==> src/rtl/spc_pkg.sv <==
package spc_pkg;

  typedef enum logic [2:0] {
    ST_ACTIVE = 3'd0,
    ST_RAMP   = 3'd1,
    ST_IDLE   = 3'd2,
    ST_STBY   = 3'd3,
    ST_HIB    = 3'd4,
    ST_BKP    = 3'd5,
    ST_OFF    = 3'd6,
    ST_WAKE   = 3'd7
  } spc_state_e;

  localparam logic [2:0] DEPTH_IDLE = 3'd1;
  localparam logic [2:0] DEPTH_STBY = 3'd2;
  localparam logic [2:0] DEPTH_HIB  = 3'd3;
  localparam logic [2:0] DEPTH_BKP  = 3'd4;
  localparam logic [2:0] DEPTH_OFF  = 3'd5;

  localparam int REG_N   = 5;
  localparam int REG_RAM = 0;
  localparam int REG_LP  = 1;
  localparam int REG_SW  = 2;
  localparam int OPT_N   = 2;
  localparam int OPT_BASE = 3;
  localparam int OPT_USB = 0;

  function automatic logic is_deep(input spc_state_e s);
    return (s == ST_HIB) || (s == ST_BKP);
  endfunction

  function automatic logic is_awake(input spc_state_e s);
    return (s == ST_ACTIVE) || (s == ST_RAMP) || (s == ST_IDLE) || (s == ST_WAKE);
  endfunction

endpackage

==> src/rtl/spc_wake_eval.sv <==
module spc_wake_eval #(
  parameter int NUM_IRQ = 8,
  parameter int PRIO_W  = 3
) (
  input  logic [NUM_IRQ-1:0]        irq_pend,
  input  logic [NUM_IRQ-1:0]        irq_en,
  input  logic [NUM_IRQ*PRIO_W-1:0] irq_prio,
  input  logic [PRIO_W-1:0]         cap_prio,
  output logic                      any_wake,
  output logic                      prio_wake
);
  logic [NUM_IRQ-1:0] live;
  logic [NUM_IRQ-1:0] outranks;

  for (genvar i = 0; i < NUM_IRQ; i++) begin : g_line
    assign live[i]     = irq_pend[i] & irq_en[i];
    assign outranks[i] = live[i] & (irq_prio[i*PRIO_W +: PRIO_W] > cap_prio);
  end

  assign any_wake  = |live;
  assign prio_wake = |outranks;
endmodule

==> src/rtl/spc_reg_resolve.sv <==
module spc_reg_resolve
  import spc_pkg::*;
(
  input  spc_state_e              state,
  input  logic [OPT_N-1:0]        opt_reg_en,
  input  logic [OPT_N-1:0]        opt_stby,
  input  logic                    usb_enable,
  output logic [REG_N-1:0]        reg_en
);
  logic [2:0]       core_on;
  logic [OPT_N-1:0] opt_on;

  always_comb begin
    case (state)
      ST_ACTIVE, ST_RAMP, ST_IDLE, ST_WAKE, ST_STBY: core_on = 3'b111;
      ST_HIB:  core_on = 3'b011;
      ST_BKP:  core_on = 3'b010;
      default: core_on = 3'b000;
    endcase
  end

  for (genvar k = 0; k < OPT_N; k++) begin : g_opt
    logic base_on;
    logic force_on;
    always_comb begin
      if (is_awake(state))      base_on = opt_reg_en[k];
      else if (state == ST_STBY) base_on = opt_reg_en[k] & opt_stby[k];
      else                       base_on = 1'b0;
    end
    if (k == OPT_USB) begin : g_ovr
      assign force_on = usb_enable & (is_awake(state) || state == ST_STBY);
    end else begin : g_plain
      assign force_on = 1'b0;
    end
    assign opt_on[k] = base_on | force_on;
  end

  assign reg_en = {opt_on, core_on};
endmodule

==> src/rtl/spc_seq.sv <==
module spc_seq
  import spc_pkg::*;
#(
  parameter int PRIO_W = 3
) (
  input  logic              clk,
  input  logic              rst,
  input  logic              req_valid,
  input  logic [2:0]        req_depth,
  input  logic [PRIO_W-1:0] cur_prio,
  input  logic              ramp_grant,
  input  logic              any_wake,
  input  logic              prio_wake,
  input  logic              wake_pin,
  input  logic              bu_wake,
  input  logic              ram_ret_cfg,
  input  logic              ioret_set,
  input  logic              ioret_clr,
  output spc_state_e        state_q,
  output spc_state_e        state_d,
  output logic [PRIO_W-1:0] cap_q,
  output logic              ram_sel_d,
  output logic              hold_d
);
  spc_state_e        tgt_q, tgt_d;
  logic [PRIO_W-1:0] cap_d;
  logic              ram_sel_q;
  logic              ioret_q, ioret_d;
  logic              hold_q;
  logic              enter_deep;
  logic              enter_keep;

  always_comb begin
    state_d = state_q;
    tgt_d   = tgt_q;
    cap_d   = cap_q;
    case (state_q)
      ST_ACTIVE: begin
        if (req_valid) begin
          case (req_depth)
            DEPTH_IDLE: begin state_d = ST_RAMP; tgt_d = ST_IDLE; cap_d = cur_prio; end
            DEPTH_STBY: begin state_d = ST_RAMP; tgt_d = ST_STBY; cap_d = cur_prio; end
            DEPTH_HIB:  state_d = ST_HIB;
            DEPTH_BKP:  state_d = ST_BKP;
            DEPTH_OFF:  state_d = ST_OFF;
            default:    state_d = ST_ACTIVE;
          endcase
        end
      end
      ST_RAMP: if (ramp_grant) state_d = tgt_q;
      ST_IDLE: if (prio_wake) state_d = ST_WAKE;
      ST_STBY: if (any_wake) state_d = ST_WAKE;
      ST_HIB, ST_BKP: if (wake_pin || bu_wake) state_d = ST_WAKE;
      ST_OFF:  state_d = ST_OFF;
      ST_WAKE: state_d = ST_ACTIVE;
      default: state_d = ST_ACTIVE;
    endcase
    enter_deep = is_deep(state_d) && !is_deep(state_q);
    if (enter_deep) begin
      cap_d = '0;
      tgt_d = ST_IDLE;
    end
  end

  assign enter_keep = ((state_d == ST_STBY) && (state_q != ST_STBY)) ||
                      ((state_d == ST_HIB) && (state_q != ST_HIB));

  always_comb begin
    ram_sel_d = enter_keep ? ram_ret_cfg : ram_sel_q;
    if (ioret_clr)       ioret_d = 1'b0;
    else if (ioret_set)  ioret_d = 1'b1;
    else                 ioret_d = ioret_q;
    if (ioret_clr)                  hold_d = 1'b0;
    else if (enter_deep && ioret_q) hold_d = 1'b1;
    else                            hold_d = hold_q;
  end

  always_ff @(posedge clk) begin
    if (rst) begin
      state_q   <= ST_ACTIVE;
      tgt_q     <= ST_IDLE;
      cap_q     <= '0;
      ram_sel_q <= 1'b0;
      ioret_q   <= 1'b0;
      hold_q    <= 1'b0;
    end else begin
      state_q   <= state_d;
      tgt_q     <= tgt_d;
      cap_q     <= cap_d;
      ram_sel_q <= ram_sel_d;
      ioret_q   <= ioret_d;
      hold_q    <= hold_d;
    end
  end
endmodule

==> src/rtl/sleep_pwr_ctrl.sv <==
module sleep_pwr_ctrl
  import spc_pkg::*;
#(
  parameter int NUM_IRQ = 8,
  parameter int PRIO_W  = 3
) (
  input  logic                      clk,
  input  logic                      rst,
  input  logic                      req_valid,
  input  logic [2:0]                req_depth,
  input  logic [PRIO_W-1:0]         cur_prio,
  input  logic                      ramp_grant,
  input  logic [NUM_IRQ-1:0]        irq_pend,
  input  logic [NUM_IRQ-1:0]        irq_en,
  input  logic [NUM_IRQ*PRIO_W-1:0] irq_prio,
  input  logic                      wake_pin,
  input  logic                      bu_wake,
  input  logic [1:0]                opt_reg_en,
  input  logic [1:0]                opt_stby,
  input  logic                      usb_enable,
  input  logic                      ram_ret_cfg,
  input  logic                      ioret_set,
  input  logic                      ioret_clr,
  output logic                      cpu_clk_en,
  output logic                      bus_clk_en,
  output logic [4:0]                reg_en,
  output logic                      ram_ret_sel,
  output logic                      io_hold,
  output logic                      regs_rst,
  output logic                      ramp_dn_req,
  output logic                      ramp_up_start
);
  spc_state_e        state_q, state_d;
  logic [PRIO_W-1:0] cap_q;
  logic              any_wake, prio_wake;
  logic              ram_sel_d, hold_d;
  logic [REG_N-1:0]  reg_d;

  spc_wake_eval #(.NUM_IRQ(NUM_IRQ), .PRIO_W(PRIO_W)) u_wake (
    .irq_pend (irq_pend),
    .irq_en   (irq_en),
    .irq_prio (irq_prio),
    .cap_prio (cap_q),
    .any_wake (any_wake),
    .prio_wake(prio_wake)
  );

  spc_seq #(.PRIO_W(PRIO_W)) u_seq (
    .clk        (clk),
    .rst        (rst),
    .req_valid  (req_valid),
    .req_depth  (req_depth),
    .cur_prio   (cur_prio),
    .ramp_grant (ramp_grant),
    .any_wake   (any_wake),
    .prio_wake  (prio_wake),
    .wake_pin   (wake_pin),
    .bu_wake    (bu_wake),
    .ram_ret_cfg(ram_ret_cfg),
    .ioret_set  (ioret_set),
    .ioret_clr  (ioret_clr),
    .state_q    (state_q),
    .state_d    (state_d),
    .cap_q      (cap_q),
    .ram_sel_d  (ram_sel_d),
    .hold_d     (hold_d)
  );

  spc_reg_resolve u_reg (
    .state     (state_d),
    .opt_reg_en(opt_reg_en),
    .opt_stby  (opt_stby),
    .usb_enable(usb_enable),
    .reg_en    (reg_d)
  );

  always_ff @(posedge clk) begin
    if (rst) begin
      cpu_clk_en    <= 1'b1;
      bus_clk_en    <= 1'b1;
      reg_en        <= 5'b00111;
      ram_ret_sel   <= 1'b0;
      io_hold       <= 1'b0;
      regs_rst      <= 1'b0;
      ramp_dn_req   <= 1'b0;
      ramp_up_start <= 1'b0;
    end else begin
      cpu_clk_en    <= (state_d == ST_ACTIVE) || (state_d == ST_RAMP);
      bus_clk_en    <= is_awake(state_d);
      reg_en        <= reg_d;
      ram_ret_sel   <= ((state_d == ST_STBY) || (state_d == ST_HIB)) ? ram_sel_d : 1'b0;
      io_hold       <= hold_d;
      regs_rst      <= is_deep(state_d) && !is_deep(state_q);
      ramp_dn_req   <= (state_d == ST_RAMP);
      ramp_up_start <= (state_d == ST_WAKE);
    end
  end
endmodule

==> config.mk <==
export PLATFORM = sky130hd
export DESIGN_NAME = sleep_pwr_ctrl
export DESIGN_NICKNAME = d
export VERILOG_FILES = /design/src/rtl/spc_pkg.sv /design/src/rtl/spc_wake_eval.sv /design/src/rtl/spc_reg_resolve.sv /design/src/rtl/spc_seq.sv /design/src/rtl/sleep_pwr_ctrl.sv
export SDC_FILE = /design/constraint.sdc
export NUM_CORES = 1
export LEC_CHECK = 0
export BUFFER_PORTS_ARGS = -buffer_cell sky130_fd_sc_hd__buf_2
export CAP_MARGIN = 5
export CELL_PAD_IN_SITES_DETAIL_PLACEMENT = 1
export CELL_PAD_IN_SITES_GLOBAL_PLACEMENT = 2
export CORE_MARGIN = 2
export CORE_UTILIZATION = 30
export CTS_BUF_LIST = sky130_fd_sc_hd__clkbuf_4
export CTS_CLUSTER_SIZE = 10
export DETAILED_ROUTE_END_ITERATION = 10
export PLACE_DENSITY = 0.89
export REMOVE_ABC_BUFFERS = 1
export SETUP_SLACK_MARGIN = 0.3
export SYNTH_ARGS = -nofsm -noshare
export SYNTH_HDL_FRONTEND = slang
export SYNTH_HIERARCHICAL = 1
export SYNTH_SLANG_ARGS = --single-unit
==> constraint.sdc <==
create_clock -name clk -period 5.8 [get_ports clk]
set_input_delay 1.45 -clock clk [delete_from_list [all_inputs] [get_ports clk]]
set_output_delay 1.45 -clock clk [all_outputs]
set_load 0.05 [all_outputs]
==> run_results.csv <==
group,metric,value,unit
outcome,status,"finished, final reports clean",
sta,hold_violations,0,
setup_path,end_kind,"flop",
die,die_h,80.6,um
sta,slew_viol_final,0,
setup_path,startpoint_type,"primary input",
global_route,grt_max_degree,17,
global_route,grt_pass1_wl,7480,um
setup_path,cp_slowest_cell,"a21boi_2",
setup_path,crit_family,"simple AND/OR/NAND/NOR gates",
routing,first_pass_iters,4,
clock_network,cts_tree,"done",
setup_path,required,6.01,ns
cells_and_area,syn_to_final_growth,26.3,%
cells_and_area,largest_reg_flops,5,
cells_and_area,top_regs,"reg_en: 5 flops, u_seq/cap_q: 3 flops, u_seq/state_q: 3 flops",
clock_network,clk_latency,0.32,ns
cells_and_area,nets,356,
die,start_util,31.5,%
setup_path,critPathArrivalTime,3.95,ns
die,rows,27,
clock_network,clock-root-buffer,"clkbuf_4",
setup_path,path_buf_inv,2,
clock_network,clk_path_buf_depth,2,
clock_network,clk_pin_slew_worst_paths,0.13,ns
synth,yosysUniqueCellTypes,47,
placed_design,gp_congestion,0.774,
cells_and_area,layout-drive-gt1-share,33.6,%
routing,drc,0,
global_route,first_global_vias,1671,
cells_and_area,utilization,39.8,%
sta,slew-limit-headroom,45.6,%
cells_and_area,n_fill_cell,699,
clock_network,cts_hold_buf,0,
setup_path,cp-startpoint,"irq_prio[7]",
cells_and_area,top_register,"reg_en",
synth,syn_area_per_cell,8.79,sq um
synth,synthArstFlopShare,0,%
global_route,grt_usage,14.4,%
global_route,antenna_found_initial,0,
setup_path,slowest_delay,0.32,ns
synth,synthCells,200,
sta,period_share,64.3,%
run,maxCapViolCount,0,
min_path,worst_hold_path_type,"reg -> reg",
pwr,p_leak,1.06,nW
setup_path,timing.rr.start,"u_seq/cap_q[1]",
pwr,powerDensity,352,nW/um^2
sta,clock.fmax,0.268,GHz
cells_and_area,layout.cells.most_common_list,"buf_2 (71), ha_1 (24), dfxtp_1 (22)",
die,dieArea,6490,sq um
sta,finalSetupTns,0,ns
sta,rsz0062_at_grt,"no",
routing,post_drt_via_cell_ratio,4.96,
synth,ys.flop_type,"dfxtp_1",
sta,setup_viol,0,
routing,wl_per_cell,13.2,um
synth,ys_warn_count,6,
die,boundaryPins,72,
synth,ys_ff_latch,22,
synth,syn_area,1760,sq um
sta,setup_ws,2.07,ns
die,core-area,5570,sq um
placed_design,dp_slack,1.74,ns
clock_network,cts_resized,0,
cells_and_area,num_antenna_cells,0,
routing,drt_iter0_markers,38,
pwr,power.total,0.782,mW
setup_path,crit_top_cell,"nor2_1",
sta,tightest_slew,0.816,ns
placed_design,numPortBuffers,71,
clock_network,cts.sinks,22,
synth,synth_edf_count,0,
synth,ys_seq_area_share,25.1,%
setup_path,critPathKind,"in -> reg",
die,fp.dieW,80.6,um
clock_network,htreeDepth,1,
min_path,min_from,"u_seq/ioret_q",
routing,vias,1701,
placed_design,hpwl,3780,um
cells_and_area,layout_commonest_cell,"buf_2",
routing,routed_wl,4540,um
clock_network,post-cts-setup-buffers,0,
pwr,vdd_drop_max,159,uV
setup_path,cp_cell_sequence,"buf_2 -> ha_1 -> nor2b_1 -> o311ai_1 -> nor2_1 -> a21oi_1 -> nand4_1 -> nor2_1 -> o32a_1 -> nand3_1 -> a21boi_2 -> inv_1 -> or2_2",
routing,ant_nets,0,
sta,fin_skew,0.00634,ns
global_route,grt-ovfl-total,0,
sta,period_needed,3.73,ns
clock_network,cts_made_buffers,3,
setup_path,critPathMaxFanout,9,
[synth_stat cells, types with 3 or more instances]
cell type,count,area (sq um)
nor2b_1,17,106
and3b_1,3,26.3
o21ai_0,11,55.1
nand4_1,4,25.0
mux2i_1,4,40.0
nand2b_1,3,18.8
ha_1,24,300
nand2_1,4,15.0
nor2_1,18,67.6
inv_1,19,71.3
a21oi_1,6,30.0
or2_2,4,25.0
o311a_1,4,40.0
a31oi_1,8,50.1
o311ai_1,4,35.0
dfxtp_1,22,440
a22oi_1,4,30.0
nand3_1,5,25.0
[worst reg2reg max path: cells and delay by family (launching register included)]
family	cells	cell delay (ns)
AO/OA/AOI/OAI	4	0.99
buffers and inverters	2	0.30
adder cells (fa/ha/maj)	1	0.31
flip-flops	1	0.34
AND/OR/NAND/NOR	6	1.06
[layer usage]
layer	vias up	track usage [%]	share of wire [%]
li1	876	-	-
met1	787	19.0	48
met2	33	25.3	48
met3	5	1.12	3.2
met4	0	3.56	0.73
met5	-	0	0
[final timing paths]
kind	to	slack (ns)	cells past startpoint
worst max-delay path	reg_en[2]	2.07	13
worst min-delay path	u_seq/ioret_q	0.52	2
worst max register to register	reg_en[2]	2.69	13
worst min register to register	u_seq/ioret_q	0.52	2
[cell type report]
type	count	area [sq um]	share of cell area (%)
Multi-Input combinational cell	155	1210	54.5
Sequential cell	22	440	19.8
Timing Repair Buffer	71	355	16.0
Tap cell	72	90.1	4.06
Inverter	19	71.3	3.21
Clock inverter	1	30.0	1.35
Clock buffer	3	22.5	1.01
[report_power, final]
group / total (mW) / leakage, nW / internal, mW / switching [mW]
sequential: 0.218 / 0.180 / 0.189 / 0.0287
combinational: 0.445 / 0.851 / 0.174 / 0.271
clock: 0.120 / 0.0279 / 0.0699 / 0.0496
[cells by family (layout without fill, tap and decap cells)]
group / after synthesis / after routing / synth area share, %
compound gates: 54 / 54 / 23.5
xor+xnor: 3 / 3 / 1.49
fa+ha+maj: 24 / 24 / 17.1
buf+inv: 23 / 94 / 6.05
flops: 22 / 22 / 25.1
mux: 5 / 5 / 3.13
simple gates: 69 / 69 / 23.7
[per-stage QoR]
stage               hold slack (ns)  cells  area, sq um
floorplan                     0.460    196         1720
global placement              0.477    339         2170
detailed placement            0.493    339         2170
CTS                           0.519    343         2220
global route                  0.548    343         2220
finish                        0.521    343         2220
Note: power is estimated with default switching activity, not from simulation.
